[config.mk]
export PLATFORM = sky130hd
export DESIGN_NAME = wait_sleep_unit
export DESIGN_NICKNAME = d
export VERILOG_FILES = /design/src/rtl/waitu_pkg.sv /design/src/rtl/wu_req_reg.sv /design/src/rtl/wu_match.sv /design/src/rtl/wu_seq.sv /design/src/rtl/wait_sleep_unit.sv
export SDC_FILE = /design/constraint.sdc
export NUM_CORES = 1
export LEC_CHECK = 0
export BUFFER_PORTS_ARGS = -buffer_cell sky130_fd_sc_hd__buf_2
export CAP_MARGIN = 20
export CORE_MARGIN = 2
export CORE_UTILIZATION = 35
export CTS_BUF_LIST = sky130_fd_sc_hd__clkbuf_8
export DETAILED_ROUTE_END_ITERATION = 10
export HOLD_SLACK_MARGIN = 0.06
export PLACE_DENSITY = 0.67
export SLEW_MARGIN = 15
export SYNTH_ARGS = -nofsm -noshare
export SYNTH_HDL_FRONTEND = slang
export SYNTH_SLANG_ARGS = --single-unit
[constraint.sdc]
create_clock -name clk -period 3.16 [get_ports clk]
set_clock_uncertainty 0.1 [all_clocks]
set_input_delay 0.632 -clock clk [delete_from_list [all_inputs] [get_ports clk]]
set_output_delay 0.632 -clock clk [all_outputs]
set_load 0.05 [all_outputs]
[src/rtl/waitu_pkg.sv]
package waitu_pkg;

    // Operand, counter and pin width
    parameter int unsigned WU_W = 32;

    typedef enum logic {
        KIND_COUNT = 1'b0,
        KIND_PINS  = 1'b1
    } wait_kind_e;

    typedef struct packed {
        wait_kind_e            kind;
        logic [WU_W-1:0]       target;
        logic [WU_W-1:0]       mask;
    } wait_req_t;

    typedef enum logic [1:0] {
        SEQ_IDLE  = 2'd0,
        SEQ_SLEEP = 2'd1,
        SEQ_WAKE  = 2'd2
    } seq_state_e;

    // Equality is modulo 2^WU_W, so wrap needs no special case
    function automatic logic count_reached(input logic [WU_W-1:0] now_v,
                                           input logic [WU_W-1:0] tgt_v);
        return now_v == tgt_v;
    endfunction

endpackage

[src/rtl/wu_req_reg.sv]
module wu_req_reg
    import waitu_pkg::*;
(
    input  logic      clk,
    input  logic      rst,
    input  logic      capture_i,
    input  wait_req_t d_i,
    output wait_req_t q_o
);
    always_ff @(posedge clk) begin
        if (rst) begin
            q_o <= '0;
        end else if (capture_i) begin
            q_o <= d_i;
        end
    end
endmodule

[src/rtl/wu_match.sv]
module wu_match
    import waitu_pkg::*;
#(
    parameter int unsigned W = WU_W
) (
    input  wait_req_t      req_i,
    input  logic [W-1:0]   sys_cnt_i,
    input  logic [W-1:0]   pins_i,
    output logic           hit_o
);
    logic [W-1:0] bit_miss;

    // One masked comparator per pin
    for (genvar i = 0; i < W; i++) begin : g_pin
        assign bit_miss[i] = req_i.mask[i] & (pins_i[i] ^ req_i.target[i]);
    end

    always_comb begin
        unique case (req_i.kind)
            KIND_COUNT: hit_o = count_reached(sys_cnt_i, req_i.target);
            KIND_PINS:  hit_o = ~|bit_miss;
            default:    hit_o = 1'b0;
        endcase
    end
endmodule

[src/rtl/wu_seq.sv]
module wu_seq
    import waitu_pkg::*;
(
    input  logic clk,
    input  logic rst,
    input  logic start_i,
    input  logic hit_i,
    output logic capture_o,
    output logic stall_o,
    output logic resume_o
);
    seq_state_e state_q, state_d;

    // A strobe is only taken when no wait is in progress
    assign capture_o = start_i && (state_q != SEQ_SLEEP);

    always_comb begin
        state_d = state_q;
        unique case (state_q)
            SEQ_IDLE:  if (start_i) state_d = SEQ_SLEEP;
            SEQ_SLEEP: if (hit_i)   state_d = SEQ_WAKE;
            SEQ_WAKE:  state_d = start_i ? SEQ_SLEEP : SEQ_IDLE;
            default:   state_d = SEQ_IDLE;
        endcase
    end

    always_ff @(posedge clk) begin
        if (rst) begin
            state_q <= SEQ_IDLE;
        end else begin
            state_q <= state_d;
        end
    end

    assign stall_o  = (state_q == SEQ_SLEEP);
    assign resume_o = (state_q == SEQ_WAKE);
endmodule

[src/rtl/wait_sleep_unit.sv]
module wait_sleep_unit
    import waitu_pkg::*;
(
    input  logic            clk,
    input  logic            rst,
    input  logic            start_i,
    input  logic            kind_i,
    input  logic [WU_W-1:0] target_i,
    input  logic [WU_W-1:0] mask_i,
    input  logic [WU_W-1:0] sys_cnt_i,
    input  logic [WU_W-1:0] pins_i,
    output logic            stall_o,
    output logic            resume_o
);
    wait_req_t req_d, req_q;
    logic      capture;
    logic      cond_hit;

    always_comb begin
        req_d.kind   = wait_kind_e'(kind_i);
        req_d.target = target_i;
        req_d.mask   = mask_i;
    end

    wu_req_reg u_req (
        .clk       (clk),
        .rst       (rst),
        .capture_i (capture),
        .d_i       (req_d),
        .q_o       (req_q)
    );

    wu_match #(.W(WU_W)) u_match (
        .req_i     (req_q),
        .sys_cnt_i (sys_cnt_i),
        .pins_i    (pins_i),
        .hit_o     (cond_hit)
    );

    wu_seq u_seq (
        .clk       (clk),
        .rst       (rst),
        .start_i   (start_i),
        .hit_i     (cond_hit),
        .capture_o (capture),
        .stall_o   (stall_o),
        .resume_o  (resume_o)
    );
endmodule

# --- Word level (Yosys, flattened, before mapping) ---
# Cells that the tools add are included.
word_totals:
  ff_bits: 67
  latch_bits: 0
  ramBits: 0
  rom_bits: 0
  in_bits: 132
  out_inout_bits: 2
  n_memories: 0
classes:
  add_sub_neg: 0
  n_mul: 0
  div: 0
  order_cmp: 0
  eq_ne: 6
  n_shift: 0
  mux: 5
  bitwise: 65
  reduce_logical: 5
ops:
  columns: ["op", "count"]
  rows:
  - ["$and A1 B1 Y1", 32]
  - ["$eq A32 B32 Y1", 1]
  - ["$reduce_or A32 Y1", 1]
  - ["$xor A1 B1 Y1", 32]
  - ["$pmux W2 S3", 1]
  - ["$mux W2", 2]
  - ["$ne A2 B1 Y1 const B", 2]
  - ["$eq A2 B1 Y1 const B", 1]
  - ["$eq A2 B2 Y1 const B", 1]
  - ["$logic_not A2 Y1", 1]
  - ["$ne A2 B2 Y1 const B", 1]
  - ["$pmux W1 S2", 1]
  - ["$reduce_and A2 Y1", 1]
  - ["$logic_and A1 B1 Y1", 1]
  - ["$logic_not A1 Y1", 1]
  - ["$mux W1", 1]
  - ["$not A1 Y1", 1]

# --- Longest topological paths before layout ---
# Gate-level depths: netlist of run 1.
depth:
  depth_word: 7
  ltp_mapped: 6
  ltp_nobuf: 6

# --- Cells and area by module ---
# Synthesis of run 1 repeated with hierarchy kept, for this count alone.
hier_totals:
  hier_cells: 316
  area_unflattened_um2: 3229.3
modules_own_cells:
  columns: ["mod", "instances", "cells_per_inst", "area_per_inst_um2"]
  rows:
  - ["wu_req_reg", 1, 209, 2342.2]
  - ["wu_match", 1, 98, 800.8]
  - ["wu_seq", 1, 9, 86.3]

# --- Worst setup path after synthesis of run 1 ---
# No wires, ideal clock.
synth_path:
  kind: "reg2out"
  startpoint: "reg u_seq.state_q[1]"
  endpoint: "out resume_o"
  arrival_time_ps: 1009
  required_ps: 2428
  path_slack_ps: 1419
  stages_incl_launch_ff: 2
  path_cell_list: "dfxtp_1 > nor2b_1"
synth_via:
  elab_chain_cells: 1
synth_lines:
  columns: ["element", "line_no", "source"]
  rows:
  - ["from (decl)", "wu_seq.sv:12", "seq_state_e state_q, state_d;"]
  - ["from (signal assigned)", "wu_seq.sv:31", "state_q <= state_d;"]
  - ["$eq A2 B2 Y1", "wu_seq.sv:36", "assign resume_o = (state_q == SEQ_WAKE);"]
  - ["to (decl)", "wait_sleep_unit.sv:13", "output logic resume_o"]
# Every way passes these cells.

# --- Worst setup path after layout of run 1 ---
layout_path:
  startpoint: "reg u_seq.state_q[1]"
  endpoint: "out stall_o"
layout_via:
  elab_chain_cells: 1
layout_lines:
  columns: ["element", "line_no", "source"]
  rows:
  - ["$eq A2 B1 Y1", "wu_seq.sv:35", "assign stall_o = (state_q == SEQ_SLEEP);"]
  - ["to (decl)", "wait_sleep_unit.sv:12", "output logic stall_o,"]
# Every way passes these cells.

==> results, run 1 <==
- The run finished with clean final reports.
- STA classifies the critical path startpoint as a flop.
- The worst relative slew slack is between 50% and 60%.
- For the worst setup path, the data arrival time is about 1.3 ns.
- The HPWL after detailed placement is roughly 7500 um.
- The cell type with the highest aggregate area in the netlist is sky130_fd_sc_hd__dfxtp_1.
- The standard-cell row count is 34.
- The placeable core region is roughly 8700 sq um.
- Clock tree synthesis selected as its root buffer the cell sky130_fd_sc_hd__clkbuf_8.
- After clock tree synthesis, the repair step resized 0 gates.
- From bottom edge to top edge, the die measures 98.3 um.
- Once layout is complete, the utilization of the core stands at about 47%.
- For this configuration, the core starts out at a cell density of 35.9%.
- Setup repair after global routing left no endpoint under its margin.
- The total grt overflow is 0.
- In the final layout, the share of cells above drive strength 1 is 30.0%.
- Broken down by cell family, the worst path's largest delay share belongs to buffers and inverters.
- The overall routed net length is around 9500 um.
- The wire length of the first global-routing pass is around 15000 um.
- The worst-case vdd ir drop is approximately 0.22 mV.
- The number of endpoints with negative hold slack in the final report is 0.
- Along the worst path, the maximum fanout reaches 5.
- The ratio of final minimum period to clock period is between 60% and 70%.
- Among all flip-flop cells after synthesis, the most frequent one is sky130_fd_sc_hd__dfxtp_1.
- The number of routed nets with antenna violations is 0.
- The clock-pin slew of the registers on the worst-case setup and hold paths is approximately 0.070 ns.
- The final routed DRC violation total is 0.
- The sum of negative setup slack is 0 ns.
- The tool flagged a number of max-cap violations equal to 0.
- The type of the worst setup path is flop to output pin.
- The area added between synthesis and finish is 31.8%.
- Entering global routing, the biggest net connects 35 pins.
- The CTS tree is built.
- Synthesis inferred between 60 and 70 register bits.
- The slowest stage of the critical path belongs to the cell sky130_fd_sc_hd__dfxtp_1.
- In the synthesized netlist, the number of instances is between 300 and 400.
- The clock period could shrink to slightly below 2 ns.
- The maximum level of the CTS H-tree is 3.
- Setup violations remaining at the end of the flow were counted as 0.
- The number of sinks on the clock net is 67.
- The count of synthesis-stage warnings from yosys is 0.
- The number of buffers inserted for hold repair after clock tree synthesis is 0.
- The sort of element at the end of the critical path is an output pin.
- At the pin with the least slew margin, the transition time is between 0.6 and 0.7 ns.
- 0 antenna diodes ended up in the layout.
- The worst-case clock buffer depth is 2.
- The global placer's final weighted congestion is a little over 0.9.
- The DRC violation total after the first TritonRoute iteration is 128.
- The area share of the leading cell type in the synthesized netlist is 43.1%.
- The number of flops mapped to enable cells by yosys is 0.
- By area the synthesized netlist is led by sky130_fd_sc_hd__dfxtp_1, sky130_fd_sc_hd__nand2_1, sky130_fd_sc_hd__a21oi_1.
- The ratio of routed vias to standard cells is ~4.8.
- The detailed-router iteration count before antenna repair is 4.
- Buffers placed on the I/O ports in this run total approximately 130.
- The share of flip-flops with an asynchronous set or reset after synthesis is 0%.
- The leakage power figure is 1.80 nW.
- Sorting the synthesized cells by how often they occur yields sky130_fd_sc_hd__nand2_1, sky130_fd_sc_hd__dfxtp_1, sky130_fd_sc_hd__a21oi_1.
- The netlist uses 24 different library cells.
- For the worst setup path, the data required time is ~2.4 ns.
- Counting both buffers and inverters, the worst setup path holds a total of 2.
- In the final routed layout, each cell accounts on average for around 15 um.
- The insertion delay of the later-clocked pin in the worst-skew pair is roughly 0.35 ns.
- The initial antenna violation count is 0.
- In the post-synthesis netlist, the cell with the most instances is sky130_fd_sc_hd__nand2_1.
- For this run, the post-layout net count is between 600 and 700.
- The min-delay analysis places its worst path in the category flop to flop.
- The post-synth net total is 523.
- The smallest hold slack is roughly 0.36 ns.
- On the worst path, the slowest cell contributes a delay of approximately 0.31 ns.
- For this run, the total global-route usage over all layers was measured as roughly a fifth.
- The power density normalized to cell area is 505 nW/um^2.
- The die area is about 9700 sq um.
- The number of setup buffers added after CTS is 0.
- The cell area that synthesis handed to floorplanning was between 3000 and 4000 sq um.
- The average instance in the mapped netlist occupies between 7 and 8 sq um.
- The total via count in the routed design is between 3k and 4k.
- The number of top-level pins is 134.
- The x dimension of the die is ~100 um.
- The number of global-route vias before repair is approximately 3.1k.
- The number of CTS-inserted buffers is 9.
- Derived from the worst setup path, the maximum achievable clock frequency is around 0.5 GHz.
- The signal on the critical path passes through nand2b_1 -> inv_1 -> buf_2.
- The count of final max-slew check failures is 0.
- Summing the sequential cell areas from Yosys gives ~43% of the chip area.
## sequential cells by signal (all words and copies together) (netlist names)
register / flops
u_req.q_o: 65
u_seq.state_q: 2
## placed cells by master (no fill, tap or decap), types with 2 or more instances in the layout
master                      Yosys  final
sky130_fd_sc_hd__clkinv_4       0      2
sky130_fd_sc_hd__nand2_1      133    132
sky130_fd_sc_hd__buf_4          0      3
sky130_fd_sc_hd__a221oi_1       2      2
sky130_fd_sc_hd__buf_2         12    133
sky130_fd_sc_hd__inv_1          1      2
sky130_fd_sc_hd__nand4_1       10     10
sky130_fd_sc_hd__a22o_1         2      2
sky130_fd_sc_hd__a22oi_1       10     10
sky130_fd_sc_hd__bufinv_16      0      2
sky130_fd_sc_hd__clkbuf_8       0      9
sky130_fd_sc_hd__xor2_1        33     33
sky130_fd_sc_hd__buf_12         0      2
sky130_fd_sc_hd__nor3_1         2      2
sky130_fd_sc_hd__nand3_1        2      2
sky130_fd_sc_hd__a21oi_1       66     66
sky130_fd_sc_hd__xnor2_1       31     31
sky130_fd_sc_hd__dfxtp_1       67     67
sky130_fd_sc_hd__nand2b_1       2      2
## report_power, final
group / switching (mW) / internal (mW) / total, mW / leakage (nW)
logic: 0.183 / 0.166 / 0.348 / 1.14
registers: 0.0458 / 0.897 / 0.942 / 0.550
clock network: 0.342 / 0.443 / 0.784 / 0.111
total: 0.570 / 1.50 / 2.07 / 1.80
## area by class of cell
type / count / area (sq um)
Timing Repair Buffer: 138 / 728
Multi-Input combinational cell: 302 / 1680
Clock buffer: 9 / 124
Sequential cell: 67 / 1340
Tap cell: 108 / 135
Fill cell: 882 / 4570
Inverter: 1 / 3.75
Clock inverter: 7 / 93.8
## cell families after synthesis
group	synth area share (%)
xor gates and xnor gates	18.0
buffers and inverters	3.13
DFF	43.1
and+or+nand+nor	20.4
AOI/OAI and AO/OA	15.4
## stage by stage
stage                     std cells  setup WS [ns]  total power [mW]  cell area (sq um)
final                           632           1.18              2.07               4110
after global placement          616          0.977              1.31               3890
after floorplan                 391           1.42              1.15               3110
after CTS                       632           1.17              2.09               4110
after detailed placement        616          0.932              1.31               3890
after global routing            632           1.14              2.17               4110
## metal layers
metal / track usage [%] / vias to the layer above / wire length, um
li1: - / 1549 / -
met1: 26.7 / 1378 / 4380
met2: 31.9 / 105 / 4290
met3: 3.79 / 23 / 557
met4: 8.43 / 0 / 271
met5: 0 / - / 0
## path summary, 6_finish.rpt
check / from / endpoint / slack [ns] / depth (start not counted)
worst max-delay path: u_seq.state_q[1] / stall_o / 1.18 / 3
worst max register to register: u_req.q_o[40] / u_seq.state_q[0] / 1.27 / 6
worst min register to register: u_req.q_o[23] / u_req.q_o[23] / 0.36 / 2
worst min-delay path: u_req.q_o[23] / u_req.q_o[23] / 0.36 / 2
## worst min-delay path, delay by kind of cell (launching register included)
| family | cells | cell delay, ns |
|---|---|---|
| AOI/OAI and AO/OA | 1 | 0.05 |
| DFF | 1 | 0.31 |
| and+or+nand+nor | 1 | 0.05 |
Power figures use the tool's default switching activity.
==> run 2: changes to the inputs <==
--- a/config.mk
+++ b/config.mk
@@ -5,6 +5,7 @@
 export SDC_FILE = /design/constraint.sdc
 export NUM_CORES = 1
 export LEC_CHECK = 0
+export ABC_AREA = 1
 export BUFFER_PORTS_ARGS = -buffer_cell sky130_fd_sc_hd__buf_2
 export CAP_MARGIN = 20
 export CORE_MARGIN = 2
@@ -12,7 +13,7 @@
 export CTS_BUF_LIST = sky130_fd_sc_hd__clkbuf_8
 export DETAILED_ROUTE_END_ITERATION = 10
 export HOLD_SLACK_MARGIN = 0.06
-export PLACE_DENSITY = 0.67
+export PLACE_DENSITY = 0.66
 export SLEW_MARGIN = 15
 export SYNTH_ARGS = -nofsm -noshare
 export SYNTH_HDL_FRONTEND = slang
==> constraint.sdc (replaced) <==
create_clock -name clk -period 1.95 [get_ports clk]
set_clock_uncertainty 0.1 [all_clocks]
set_input_delay 0.39 -clock clk [delete_from_list [all_inputs] [get_ports clk]]
set_output_delay 0.39 -clock clk [all_outputs]
set_load 0.05 [all_outputs]
==> run 2 against run 1 <==
Compared with the run above: clock power grew 45%; critical endpoint unchanged; routed wire length grew 2.7%; largest power group unchanged; die area grew 11%; clock-buffer cell count is the same.
==> results, run 2 <==
- The number of antenna repair diodes is 0 (unchanged).
- The worst setup path is captured at an output pin.
- The worst reg2reg path startpoint is u_req.q_o[53].
- The area share of the leading cell type in the synthesized netlist is 38.8% (-4.3 points).
- The global placer's final weighted congestion is 0.821 (-9.5%).
- The die area is 10700 sq um (+11%).
- The placeable core region is 9680 sq um (+12%).
- The power density normalized to cell area is 782 nW/um^2 (+55%).
- The smallest hold slack is 0.179 ns (-0.177 ns).
- The number of top-level pins is 134 (unchanged).
- The number of endpoints with negative hold slack in the final report is 0 (unchanged).
- The count of state elements after synthesis is 67 (unchanged).
- The number of buffers inserted by port buffering came to 133 (unchanged).
- The synthesized design spends more area on one cell type than any other, namely sky130_fd_sc_hd__dfxtp_1.
- The post-synth net total came to 675 (+29%).
- The number of sinks on the clock net is 67 (unchanged).
- After synthesis, the cell types taking the most area are sky130_fd_sc_hd__dfxtp_1, sky130_fd_sc_hd__nand2_1, sky130_fd_sc_hd__nor2_1.
- The number of routed nets with antenna violations was 0 (unchanged).
- The path class of the lowest-slack min-delay path is primary input to flop.
- The register with the most flip-flops in the final layout is u_req.q_o.
- The number of flops mapped to enable cells by yosys was 0 (unchanged).
- The insertion delay of the later-clocked pin in the worst-skew pair was 0.34 ns (about the same).
- The required arrival time at the worst endpoint was 1.46 ns (-0.97 ns).
- The DRC violation total after the first TritonRoute iteration is 90 (-30%).
- The flip-flop count of the largest register, all copies and words added came to 65 (unchanged).
- The cell at the slowest stage of the critical path is sky130_fd_sc_hd__dfxtp_1.
- Relative to the synthesized area, the layout overhead comes to 28.3%.
- The tree is rooted in a sky130_fd_sc_hd__clkbuf_8.
- The overall routed net length came to 9750 um (+2.7%).
- The share of flip-flops with an asynchronous set or reset after synthesis is 0% (unchanged).
- The worst relative slew slack is 50.6% (-4.8 points).
- The sort of element at the start of the critical path is a flop.
- The cell area after technology mapping is 3460 sq um (+11%).
- The maximum level of the CTS H-tree was 3 (unchanged).
- The x dimension of the die is 103 um (+5.1%).
- The number of filler instances in the final layout was 1033 (+17%).
- The flip-flop and latch area came to 1340 sq um (unchanged).
- The CTS tree is built.
- The total grt overflow came to 0 (unchanged).
- The total via count in the routed design is 3688 (+21%).
- The number of CTS-inserted buffers is 9 (unchanged).
- The synthesized area divided by synthesized cell count is 6.37 sq um (-20%).
- The slew at the pin closest to its max-slew limit was 0.739 ns (+0.0738 ns).
- The detailed-router iteration count before antenna repair is 4 (unchanged).
- The utilization of the core after routing was 45.8% (-1.5 points).
- In the layout the commonest cells are sky130_fd_sc_hd__buf_2, sky130_fd_sc_hd__nand2_1, sky130_fd_sc_hd__nor2_1.
- The largest registers in the layout are u_req.q_o (65), u_seq.state_q (2).
- The share of post-route cells with drive strength above 1 is 26.9% (-3.1 points).
- The die extent in y is 103 um (+5.1%).
- The standard-cell row count is 36 (+5.9%).
- The initial antenna violation count came to 1 (+1).
- Of the available clock period, the critical path in the final layout requires between 80% and 90%.
- Setup repair after global routing left no endpoint under its margin.
- The maximum number of pins on one net before global-route repair is 42 (+20%).
- The number of placed instances, taps included was 794 (+29%).
- The critical path arrival is 1.13 ns (-0.12 ns).
- The count of final max-slew check failures is 0 (unchanged).
- The detailed placement HPWL is 7700 um (+3.2%).
- The ratio of routed vias to standard cells is 4.55 (-5.8%).
- In the post-synthesis netlist, the cell with the most instances is sky130_fd_sc_hd__nand2_1.
- The largest stage delay on the critical path is 0.37 ns (+0.06 ns).
- The worst-case clock buffer depth is 2 (unchanged).
- The total power consumption of the routed design was 3.47 mW (+67%).
- The dominant register cell in the synthesized netlist is sky130_fd_sc_hd__dfxtp_1.
- The worst setup path is of the flop to output pin kind.
- The post-route non-filler standard cell count was 810 (+28%).
- Leaving out fill and tap cells, the most frequent cell in the layout is sky130_fd_sc_hd__buf_2.
- The count of final setup violators came to 0 (unchanged).
- The total routing usage reported by global routing is 18.0% (-2.0 points).
- Walking the worst path, the cells encountered are inv_2 -> nor2_2 -> buf_2.
- The number of buffers inserted for hold repair after clock tree synthesis is 0 (unchanged).
- The maximum fanout along the worst path is 2 (-3).
- In the synthesized netlist, the cells that appear most often are sky130_fd_sc_hd__nand2_1, sky130_fd_sc_hd__nor2_1, sky130_fd_sc_hd__dfxtp_1.
- The final layout net count is 804 (+24%).
- The wire length of the first global-routing pass is 14600 um (-4.0%).
- Subtracting the final worst setup slack from the clock period gives 1.62 ns.
- The count of synthesis-stage warnings from yosys is 0 (unchanged).
- The worst-case vdd ir drop is 0.432 mV (+93%).
- The final routed DRC violation total was 0 (unchanged).
- The flow ran to the end, and the final reports show no timing, DRC or antenna violations.
- The count of unique library cells instantiated by Yosys is 25 (+4.2%).
- Based on the critical path, the design can be clocked at up to 0.618 GHz.
- The area used by multi-input combinational logic is 1760 sq um (+4.5%).
- The leakage power figure is 2.21 nW (+23%).
- The routed wire length per instance came to 12.0 um (-20%).
- The sum of negative setup slack came to 0 ns (unchanged).
- The buffer count from post-CTS setup fixing was 0 (unchanged).
- The number of max-cap violations came to 0 (unchanged).
- The clock-pin slew of the registers on the worst-case setup and hold paths is 0.08 ns (about the same).
- The total of cells resized after clock tree synthesis is 0 (unchanged).
- The source of the critical timing path is u_seq.state_q[0].
- The origin of the worst min-delay path is target_i[21].
- The number of global-route vias before repair is 3226 (+3.9%).
- The number of instances in the synthesized netlist is 543 (+39%).
- The proportion of synthesized chip area in sequential cells is 38.8% (-4.3 points).
- The effective utilization at floorplan was 35.7% (-0.19 points).
[run 2: changes by cell type in the layout (fill, tap and decap cells not counted), moves of 29 or more]
cell                      change
sky130_fd_sc_hd__nor2_1     +106
sky130_fd_sc_hd__inv_1       +44
sky130_fd_sc_hd__o21ai_0     +41
sky130_fd_sc_hd__xor2_1      -29
sky130_fd_sc_hd__nand3_1     +31
sky130_fd_sc_hd__a21oi_1     -42
[run 2: metal layers]
| layer | track usage [%] | vias to the layer above | wire, um |
|---|---|---|---|
| met5 | 0 | - | 0 |
| met4 | 4.86 | 0 | 97 |
| met3 | 5.58 | 8 | 595 |
| met2 | 30.9 | 97 | 4660 |
| met1 | 21.8 | 1629 | 4400 |
| li1 | - | 1954 | - |
[run 2: path summary, 6_finish.rpt]
check / slack (ns) / depth (start not counted) / to
worst min-delay path: 0.18 / 3 / u_req.q_o[53]
worst min register to register: 0.38 / 2 / u_req.q_o[63]
worst max-delay path: 0.33 / 3 / stall_o
worst max register to register: 0.44 / 8 / u_seq.state_q[0]
[run 2: cell type report]
cell class	instances	share of cell area, %
inverters	70	5.93
flip-flops and latches	67	30.2
clock buffers	9	2.79
repair buffers	138	16.1
multi-input cells	386	39.6
clock inverters	7	1.55
well taps	133	3.75
[run 2: per-stage QoR]
step,instance area (sq um),worst slack [ns]
floorplan,3460,0.349
global placement,4240,0.322
detailed placement,4240,0.314
CTS,4430,0.295
global route,4430,0.237
finish,4430,0.333
[run 2: where the power goes]
part | internal, mW | switching (mW)
Clock | 0.586 | 0.553
Combinational | 0.316 | 0.417
Sequential | 1.50 | 0.0978
Total | 2.40 | 1.07
[run 2: worst max-delay path: cells and delay by family, from the launching register on]
| family | cells | cell delay [ns] |
|---|---|---|
| DFF | 1 | 0.37 |
| and+or+nand+nor | 1 | 0.10 |
| buffers and inverters | 2 | 0.32 |
[run 2: kinds of logic (layout without fill, tap and decap cells)]
family                 count (synthesis)  count (layout)  share of synthesized area (%)
AND/OR/NAND/NOR                      275             275                           32.7
AO/OA/AOI/OAI                         95              95                           14.0
buffers and inverters                 90             224                           10.4
flip-flops                            67              67                           38.8
XOR/XNOR                              16              16                           4.05
